[config.mk]
export PLATFORM = sky130hd
export DESIGN_NAME = fracn_fb_div
export DESIGN_NICKNAME = d
export VERILOG_FILES = /design/src/rtl/fdiv_pkg.sv /design/src/rtl/fdiv_acc_stage.sv /design/src/rtl/fdiv_mash3.sv /design/src/rtl/fdiv_fb_counter.sv /design/src/rtl/fracn_fb_div.sv
export SDC_FILE = /design/constraint.sdc
export NUM_CORES = 1
export LEC_CHECK = 0
export ABC_CLOCK_PERIOD_IN_PS = 14810
export BUFFER_PORTS_ARGS = -buffer_cell sky130_fd_sc_hd__buf_2
export CAP_MARGIN = 5
export CORE_MARGIN = 2
export CORE_UTILIZATION = 35
export DETAILED_ROUTE_END_ITERATION = 6
export SLEW_MARGIN = 20
export SYNTH_ARGS = -nofsm -noshare
export SYNTH_HDL_FRONTEND = slang
export SYNTH_SLANG_ARGS = --single-unit
[constraint.sdc]
create_clock -name clk -period 14.81 [get_ports clk]
set_input_delay 1.481 -clock clk [delete_from_list [all_inputs] [get_ports clk]]
set_output_delay 1.481 -clock clk [all_outputs]
set_load 0.01 [all_outputs]
[src/rtl/fdiv_pkg.sv]
// Shared types for the fractional feedback divider.
// Assumes: the modulator offset never exceeds the range -3..+4.
package fdiv_pkg;
    typedef logic signed [3:0] offset_t;
    localparam int OFFSET_MIN = -3;
    localparam int OFFSET_MAX = 4;
endpackage

[src/rtl/fdiv_acc_stage.sv]
// One first-order accumulator stage of the cascaded modulator.
// The sum and carry are combinational from the (optionally cleared) state.
// The state advances only on a step.
// Assumes: clr and zero are only meaningful together with step.
module fdiv_acc_stage #(
    parameter int FRAC_W = 32
) (
    input  logic              clk,
    input  logic              rst_n,
    input  logic              step,
    input  logic              clr,
    input  logic              zero,
    input  logic [FRAC_W-1:0] din,
    output logic [FRAC_W-1:0] sum_o,
    output logic              carry_o
);
    logic [FRAC_W-1:0] acc_q;
    logic [FRAC_W-1:0] acc_base;

    // Add the input to the state seen by this step; a clear restarts from zero.
    always_comb begin
        acc_base           = clr ? '0 : acc_q;
        {carry_o, sum_o}   = {1'b0, acc_base} + {1'b0, din};
    end

    // Commit the new residue on each step; hold zero when the stage is disabled.
    always_ff @(posedge clk) begin
        if (!rst_n)    acc_q <= '0;
        else if (step) acc_q <= zero ? '0 : sum_o;
    end
endmodule

[src/rtl/fdiv_mash3.sv]
// Third-order cascaded noise-shaping modulator (three first-order stages).
// Each carry passes through a difference network of its own order:
// c1 + (c2 - c2') + (c3 - 2c3' + c3'').
// Assumes: step comes once per feedback period; clr marks the first step after an apply.
module fdiv_mash3
    import fdiv_pkg::*;
#(
    parameter int FRAC_W = 32
) (
    input  logic              clk,
    input  logic              rst_n,
    input  logic              step,
    input  logic              clr,
    input  logic              frac_en,
    input  logic [FRAC_W-1:0] k_in,
    output offset_t           offset
);
    localparam int STAGES = 3;

    logic [STAGES-1:0][FRAC_W-1:0] din;
    logic [STAGES-1:0][FRAC_W-1:0] sum;
    logic [STAGES-1:0]             cy;
    logic                          c2_d, c3_d1, c3_d2;
    logic                          c2_b, c3_b1, c3_b2;
    offset_t                       raw;

    for (genvar i = 0; i < STAGES; i++) begin : g_stage
        if (i == 0) begin : g_first
            assign din[i] = k_in;
        end else begin : g_next
            assign din[i] = sum[i-1];
        end
        fdiv_acc_stage #(.FRAC_W(FRAC_W)) u_acc (
            .clk(clk), .rst_n(rst_n), .step(step), .clr(clr), .zero(~frac_en),
            .din(din[i]), .sum_o(sum[i]), .carry_o(cy[i])
        );
    end

    // Combine the carries through the difference networks into a signed offset.
    always_comb begin
        c2_b  = clr ? 1'b0 : c2_d;
        c3_b1 = clr ? 1'b0 : c3_d1;
        c3_b2 = clr ? 1'b0 : c3_d2;
        raw   = offset_t'({3'b000, cy[0]})
              + offset_t'({3'b000, cy[1]}) - offset_t'({3'b000, c2_b})
              + offset_t'({3'b000, cy[2]}) - offset_t'({2'b00, c3_b1, 1'b0})
              + offset_t'({3'b000, c3_b2});
        offset = frac_en ? raw : '0;
    end

    // Keep the carry history needed by the second- and third-order networks.
    always_ff @(posedge clk) begin
        if (!rst_n) begin
            c2_d  <= 1'b0;
            c3_d1 <= 1'b0;
            c3_d2 <= 1'b0;
        end else if (step) begin
            c2_d  <= frac_en ? cy[1] : 1'b0;
            c3_d1 <= frac_en ? cy[2] : 1'b0;
            c3_d2 <= frac_en ? c3_b1 : 1'b0;
        end
    end

    assert_offset_range_R4: assert property (@(posedge clk) disable iff (!rst_n)
        (int'(offset) >= OFFSET_MIN) && (int'(offset) <= OFFSET_MAX));

    assert_int_idle_R3: assert property (@(posedge clk) disable iff (!rst_n)
        (step && !frac_en) |=> (g_stage[0].u_acc.acc_q == '0) && !c3_d1);
endmodule

[src/rtl/fdiv_fb_counter.sv]
// Programmable down-counter producing one pulse per divide period.
// The pulse is on the last cycle; at the pulse it reloads load_val-1.
// Assumes: load_val >= 1 whenever the pulse is high.
module fdiv_fb_counter #(
    parameter int DIV_W = 10
) (
    input  logic             clk,
    input  logic             rst_n,
    input  logic [DIV_W-1:0] load_val,
    output logic             pulse
);
    logic [DIV_W-1:0] cnt_q;

    assign pulse = (cnt_q == '0);

    // Count down through the period and reload at its last cycle.
    always_ff @(posedge clk) begin
        if (!rst_n)     cnt_q <= '0;
        else if (pulse) cnt_q <= load_val - 1'b1;
        else            cnt_q <= cnt_q - 1'b1;
    end

    assert_count_down_R2: assert property (@(posedge clk) disable iff (!rst_n)
        !pulse |=> cnt_q == $past(cnt_q) - 1'b1);

    assert_reload_R2: assert property (@(posedge clk) disable iff (!rst_n)
        pulse |=> cnt_q == $past(load_val) - 1'b1);

    assert_load_nonzero_R7: assert property (@(posedge clk) disable iff (!rst_n)
        pulse |-> load_val != '0);
endmodule

[src/rtl/fracn_fb_div.sv]
// Fractional feedback divider top: pending/active configuration, a
// third-order modulator stepped once per period, clamping, and the counter.
// Assumes: cfg_m in 1..2^M_W-1; a load is applied at the next boundary.
module fracn_fb_div
    import fdiv_pkg::*;
#(
    parameter int FRAC_W = 32,
    parameter int M_W    = 9
) (
    input  logic              clk,
    input  logic              rst_n,
    input  logic [M_W-1:0]    cfg_m,
    input  logic [FRAC_W-1:0] cfg_k,
    input  logic              cfg_frac,
    input  logic              cfg_load,
    output logic              fb_pulse,
    output logic [M_W:0]      div_value
);
    localparam int DIV_W  = M_W + 1;
    localparam int WIDE_W = DIV_W + 2;

    logic              pend_q, act_frac, pend_frac, frac_use, apply;
    logic [M_W-1:0]    pend_m, act_m, m_use;
    logic [FRAC_W-1:0] pend_k, act_k, k_use;
    logic [DIV_W-1:0]  div_q, next_div;
    logic signed [WIDE_W-1:0] wide;
    offset_t           offset;

    assign apply    = fb_pulse && pend_q;
    assign m_use    = apply ? pend_m    : act_m;
    assign k_use    = apply ? pend_k    : act_k;
    assign frac_use = apply ? pend_frac : act_frac;

    // Hold a written configuration until the next period boundary.
    always_ff @(posedge clk) begin
        if (!rst_n) begin
            pend_q    <= 1'b0;
            pend_m    <= '0;
            pend_k    <= '0;
            pend_frac <= 1'b0;
        end else if (cfg_load) begin
            pend_q    <= 1'b1;
            pend_m    <= cfg_m;
            pend_k    <= cfg_k;
            pend_frac <= cfg_frac;
        end else if (apply) begin
            pend_q    <= 1'b0;
        end
    end

    // Promote the pending configuration to active at the boundary.
    always_ff @(posedge clk) begin
        if (!rst_n) begin
            act_m    <= M_W'(1);
            act_k    <= '0;
            act_frac <= 1'b0;
        end else if (apply) begin
            act_m    <= pend_m;
            act_k    <= pend_k;
            act_frac <= pend_frac;
        end
    end

    fdiv_mash3 #(.FRAC_W(FRAC_W)) u_mash (
        .clk(clk), .rst_n(rst_n), .step(fb_pulse), .clr(apply),
        .frac_en(frac_use), .k_in(k_use), .offset(offset)
    );

    // Add the signed offset to M and clamp the result at 1.
    always_comb begin
        wide     = $signed({{(WIDE_W-M_W){1'b0}}, m_use})
                 + $signed({{(WIDE_W-4){offset[3]}}, offset});
        next_div = (wide < 1) ? DIV_W'(1) : wide[DIV_W-1:0];
    end

    // Register the divide value of the period that starts after a pulse.
    always_ff @(posedge clk) begin
        if (!rst_n)        div_q <= DIV_W'(1);
        else if (fb_pulse) div_q <= next_div;
    end

    fdiv_fb_counter #(.DIV_W(DIV_W)) u_cnt (
        .clk(clk), .rst_n(rst_n), .load_val(next_div), .pulse(fb_pulse)
    );

    assign div_value = div_q;

    assert_div_hold_R2: assert property (@(posedge clk) disable iff (!rst_n)
        !fb_pulse |=> $stable(div_value));

    assert_div_floor_R7: assert property (@(posedge clk) disable iff (!rst_n)
        div_value != '0);

    assert_int_exact_R3: assert property (@(posedge clk) disable iff (!rst_n)
        !act_frac |-> div_value == ((act_m == '0) ? DIV_W'(1) : DIV_W'(act_m)));

    assert_apply_fresh_R9: assert property (@(posedge clk) disable iff (!rst_n)
        (apply && pend_m != '0) |=> div_value == DIV_W'(act_m));
endmodule

* Word-level counts from Yosys, hierarchy flattened
Index checks and enable logic that the tools add are counted.
Storage, ports and cells: register bits after elaboration 204, latch bits 0, RAM bits 0, memory bits (read-only) 0, input bits 45, output and inout bits 11, word-level logic and storage cells 50, memories 0
Cells by class: add/subtract/negate cells 11, $mul 0, div/mod/pow operators 0, magnitude comparators 1, equality and inequality tests 0, shift-type cells 0, muxes and demuxes 20, bitwise operators 0, reductions and logical operators 3
Operators by type and width (number):
- $mux W32 | 7
- $add A32 B32 Y33 | 3
- $mux W10 | 2
- $sub A10 B1 Y10 const B | 2
- $add A10 B4 Y11 | 1
- $lt A11 B2 Y1 const B | 1
- $logic_not A10 Y1 | 1
- $mux W1 | 9
- $mux W9 | 1
- $add A4 B2 Y4 | 2
- $mux W4 | 1
- $sub A4 B2 Y4 | 1
- $sub A4 B3 Y4 | 1
- $add A1 B1 Y2 | 1
- $reduce_bool A2 Y1 | 1
- $logic_and A1 B1 Y1 | 1

* Logic depth before layout (Yosys ltp)
depth in word-level cells 16, mapped depth 59, gate-level depth less buffers 54

* Cells and area by module
A second synthesis with hierarchy kept.
Unflattened totals: cell total of the unflattened synthesis 1726, area total of the unflattened synthesis 14702.9 um2
By module, submodules not included:
- fdiv_acc_stage at u_mash.g_stage[0].u_acc ... | instances 2, cells an instance 384, area each 3131.8 um2, seq. area each 640.6 um2
- fracn_fb_div | instances 1, cells an instance 421, area each 4201.5 um2, seq. area each 1901.8 um2
- fdiv_acc_stage at u_mash.g_stage[2].u_acc | instances 1, cells an instance 425, area each 3290.7 um2, seq. area each 640.6 um2
- fdiv_fb_counter | instances 1, cells an instance 76, area each 624.3 um2, seq. area each 200.2 um2
- fdiv_mash3 | instances 1, cells an instance 36, area each 322.8 um2, seq. area each 60.1 um2

* Worst setup path before layout
OpenSTA, ideal clock, no wires.
kind reg2reg, start register u_cnt.cnt_q[3], end register u_cnt.cnt_q[8], setup time 0.128 ns, data arrival time 11.166 ns, data required time 14.682 ns, slack 3.517 ns, stages on the path, launching flop included 57, buffers on the path 6, clock period less this slack 11.293 ns, path through dfxtp_1 nor4_4 nand4_4 clkbuf_1 buf_1 clkbuf_1 nand2_1 nand2_1 ha_1 inv_1 fa_1 nor2b_1 o21ai_0 a21boi_0 nor3_1 o41a_1 o21ai_0 nor2_1 (+21 left out) ha_1 clkbuf_1 and2b_1 buf_2 nor3_1 or4b_2 a31o_1 o211ai_2 nand4_1 nor2_2 or3_1 nor2b_1 ha_1 nand2_1 nor3_1 nand4b_1 xnor2_1 nor2_1
Between the ends: cells in the longest elaborated chain, start to end 16, elaborated cells between the ends (all ways) 26, classes of those cells add/sub (11); order compare (1); mux (12); reduce/logical (2)
Ends and longest elaborated chain:
- from (decl) | line fdiv_fb_counter.sv:12 | logic [DIV_W-1:0] cnt_q;
- from (signal assigned) | line fdiv_fb_counter.sv:19 | else if (pulse) cnt_q <= load_val - 1'b1;
- from (signal assigned) | line fdiv_fb_counter.sv:20 | else cnt_q <= cnt_q - 1'b1;
- $logic_not A10 Y1 * | line fdiv_fb_counter.sv:14 | assign pulse = (cnt_q == '0);
- $logic_and A1 B1 Y1 * | line fracn_fb_div.sv:29 | assign apply = fb_pulse && pend_q;
- $mux W32 *
- named net k_use[0] | line fracn_fb_div.sv:24 | logic [FRAC_W-1:0] pend_k, act_k, k_use;
- $add A32 B32 Y33 * | line fdiv_acc_stage.sv:23 | {carry_o, sum_o} = {1'b0, acc_base} + {1'b0, din};
- parallel branches: the longest is 3 deep, another holds $add A32 B32 Y33
- $add A4 B2 Y4 * | line fdiv_mash3.sv:46 | + offset_t'({3'b000, cy[2]}) - offset_t'({2'b00, c3_b1, 1'b0})
- $sub A4 B3 Y4 * | line fdiv_mash3.sv:46
- $add A4 B2 Y4 * | line fdiv_mash3.sv:47 | + offset_t'({3'b000, c3_b2});
- $mux W4 * | line fdiv_mash3.sv:48 | offset = frac_en ? raw : '0;
- $add A10 B4 Y11 * | line fracn_fb_div.sv:72 | + $signed({{(WIDE_W-4){offset[3]}}, offset});
- $lt A11 B2 Y1 | line fracn_fb_div.sv:73 | next_div = (wide < 1) ? DIV_W'(1) : wide[DIV_W-1:0];
- $mux W10 * | line fracn_fb_div.sv:73
- $sub A10 B1 Y10 * | line fdiv_fb_counter.sv:19
- $mux W10 * | line fdiv_fb_counter.sv:19
Mark *: on every way through the listed nets, which the timed path passes. A chain may end at the register's enable or synchronous reset.

* Worst setup path in the final report
start register u_cnt.cnt_q[1], end register u_cnt.cnt_q[8]
Between the ends: cells in the longest elaborated chain, start to end 16, elaborated cells between the ends (all ways) 26, classes of those cells add/sub (11); order compare (1); mux (12); reduce/logical (2)
Ends and longest elaborated chain (line):
- parallel branches: the longest is 15 deep, another holds $add A32 B32 Y33
- $mux W10 * | fdiv_fb_counter.sv:19
Mark *: on every way between the ends.

==> impl_metrics.ini <==
[placement]
place_inst = 2162
port_buffers = 55
globalplace.congestion = 0.9164
dpl-instance-area_um2 = 14170
dp_hpwl_um = 24010

[logic_synthesis]
synth_seq_area_share_pct = 30.42
yosys_warnings = 0
synthCells = 1656
syn_area_per_cell_um2 = 8.106
postSynth.asyncResetShare_pct = 0
synth_top_area_share_pct = 30.42
netlist-cell-type-count = 77
post_synth_main_area_contributors = dfxtp_1 (30%), ha_1 (9.8%), nand2_1 (5.3%)
synth_enable_flop_cells = 0
mappedNetlistArea_um2 = 13420
synth_net_count = 1812
synth-seq-cells = 204
synth_area_leader_cell = dfxtp_1
yosys_most_used_dff = dfxtp_1

[grt]
grt_start_max_net_pins = 81
grt_first_pass_wirelength_um = 56280
vias_in_the_first_global_route = 11046
total_gr_overflow = 0
track_usage_pct = 17.24
antenna_violations_before_repair = 0

[cells_and_area]
num_antenna_cells = 0
layout.cells.non_filler = 2206
final.fill_count = 3815
commonest_non_fill_non_tap_cell_in_the_layout = dfxtp_1
post_route_cells_drive_above_1_share_pct = 8.791
final_cell_mix = dfxtp_1 (204), nand2_1 (189), nor2_1 (175)
nets = 1833
design_area_um2 = 15110
share_of_the_core_filled_with_cells_pct = 40.03
areaGrowthSynthToFinish_pct = 12.59

[floorplan]
die_height_um = 199.8
row_count = 71
placeable_core_area_um2 = 37760
die_w_um = 199.8
initial_utilization_pct = 35.56
die-area_um2 = 39940
ioPinCount = 56

[job]
maxCapViolCount = 0

[critical_path]
worst_flop_to_flop_path_endpoint = u_cnt.cnt_q[8]$_SDFF_PN0_
cp-end-kind = register
ff2ff_path_depth = 46
reg2reg_from = u_cnt.cnt_q[1]$_SDFF_PN0_
critical_path.startpoint = u_cnt.cnt_q[1]$_SDFF_PN0_
maximum_fanout_along_the_worst_path = 59
worst-setup-path-type = reg -> reg
most_prevalent_standard_cell_on_the_critical_path = ha_1
setup.worst_path.start_class = register
crit_path_top_delay_cell = o31ai_1
required_ns = 15.19
cp_data_arrival_time_ns = 13.35
cp_slowest_stage_delay_ns = 0.72
r2r_slack_ns = 1.84

[power_and_ir_drop]
static-leakage-power_nw = 7.121
powerDensity_nw_per_um2 = 108.0
peakVddDrop_v = 0.00007590
total_power_mw = 1.633

[route]
detailedRoute.firstIterationViolations = 675
wire_per_inst_um = 15.51
drc = 1
via_count = 11547
drt_pass1_iterations = 7
wl_um = 34210
vias_per_cell = 5.234
antenna_left = 0

[clock_tree]
htree_num_levels = 1
number_of_buffers_added_by_the_clock_tree_synthesis_step = 24
clk-insertion-delay-late_ns = 0.54
tritoncts = built
ctsRootBufferMaster = clkbuf_16
cts.repair.resized = 0
cts_num_sinks = 204
cts_hold_buf = 0
clock_path_buffers = 3
cts.repair_timing.setup_buffer_count = 0
clk_pin_slew_worst_paths_ns = 0.06

[timing]
slew_viol_final = 0
share_of_the_clock_period_used_by_the_worst_path_after_layout_pct = 87.60
rsz0062_at_grt = no
hold_viol = 0
worst-slew-pin-transition_ns = 1.012
achievable-frequency_mhz = 77.08
fin_skew_ns = 0.02021
setup_viol_count_final = 0
final.setup.tns_ns = 0
slew_headroom_pct = 32.04
final_period_minus_worst_setup_slack_ns = 12.97

[min_path]
timing.hold.worst_endpoint = u_mash.g_stage[2].u_acc.acc_q[16]$_SDFFE_PN0N_
worst_hold_path_type = reg -> reg
hold_start = u_mash.g_stage[2].u_acc.acc_q[16]$_SDFFE_PN0N_
hold-path-cell-count = 2

[outcome]
failed_checks = design-rule violations
outcome = complete, but fails checks
-- cell type report --
class / count / area [µm²] / share of cell area (%)
multi-input cells: 1334 / 8905 / 58.92
flip-flops and latches: 204 / 4084 / 27.02
clock buffers: 32 / 701.9 / 4.644
well taps: 511 / 639.4 / 4.230
repair buffers: 68 / 372.9 / 2.467
clock inverters: 12 / 240.2 / 1.589
inverters: 45 / 171.4 / 1.134
-- through the flow --
stage                     worst slack (ns)  hold WS, ns
after global placement               2.405       0.4251
after global routing                0.8326       0.4641
after CTS                            1.900       0.4476
final                                1.837       0.4447
after floorplan                      3.517       0.4167
after detailed placement             1.973       0.4342
-- metal layers --
layer | GRT usage (%) | share of wire, % | vias to the layer above
met5 | 0 | 0 | -
met4 | 5.460 | 2.6 | 0
met3 | 1.781 | 3.9 | 44
met2 | 27.42 | 43 | 231
met1 | 24.47 | 50 | 5372
li1 | - | - | 5900
-- state kept, by name (all words and copies together) (netlist names), 9 cells and up --
register                    flops
u_mash.g_stage.u_acc.acc_q     96
act_k                          32
pend_k                         32
div_value                      10
u_cnt.cnt_q                    10
act_m                           9
pend_m                          9
-- worst max path at each step --
stage,to,slack [ns],cells after the start
finish,u_cnt.cnt_q[8]$_SDFF_PN0_,1.84,46
global route,u_cnt.cnt_q[8]$_SDFF_PN0_,0.83,46
CTS,u_cnt.cnt_q[8]$_SDFF_PN0_,1.90,49
detailed placement,u_cnt.cnt_q[8]$_SDFF_PN0_,1.97,49
global placement,u_cnt.cnt_q[8]$_SDFF_PN0_,2.41,49
floorplan,u_cnt.cnt_q[8]$_SDFF_PN0_,3.52,56
-- kinds of logic after synthesis --
kind of cell    count (synthesis)  synth area share (%)
compound gates                439                 21.65
xor+xnor                       96                 6.319
fa+ha+maj                     111                 10.68
buf+inv                       118                 3.448
flops                         204                 30.42
mux                            68                 5.443
simple gates                  620                 22.03
-- worst max-delay path: cells and delay by family (launching register included) --
kind	cells	cell delay [ns]
AOI/OAI and AO/OA	17	4.62
xor gates and xnor gates	2	0.40
adders and majority gates	7	2.46
and+or+nand+nor	18	4.42
DFF	1	0.33
buffers and inverters	2	0.59
-- cells in the mapped netlist (all sizes together) (7+ instances only) --
cell type,instances
nor3,33
and3,11
or3,7
mux2i,64
inv,43
nor3b,7
o211ai,10
a21oi,128
nand4,9
o21ai,65
nand3,41
o21bai,11
o21a,19
xor2,42
nor2b,11
and2,100
xnor2,54
clkbuf,65
nand2,189
nor2,179
a22oi,48
a211oi,7
a31oi,18
a22o,23
a21o,62
buf,8
nand2b,13
ha,105
dfxtp,204
-- power by group --
part	switching [mW]	internal (mW)	total, mW
logic	0.243	0.105	0.347
clock network	0.243	0.454	0.697
registers	0.0179	0.571	0.589
Power figures use the tool's default switching activity.
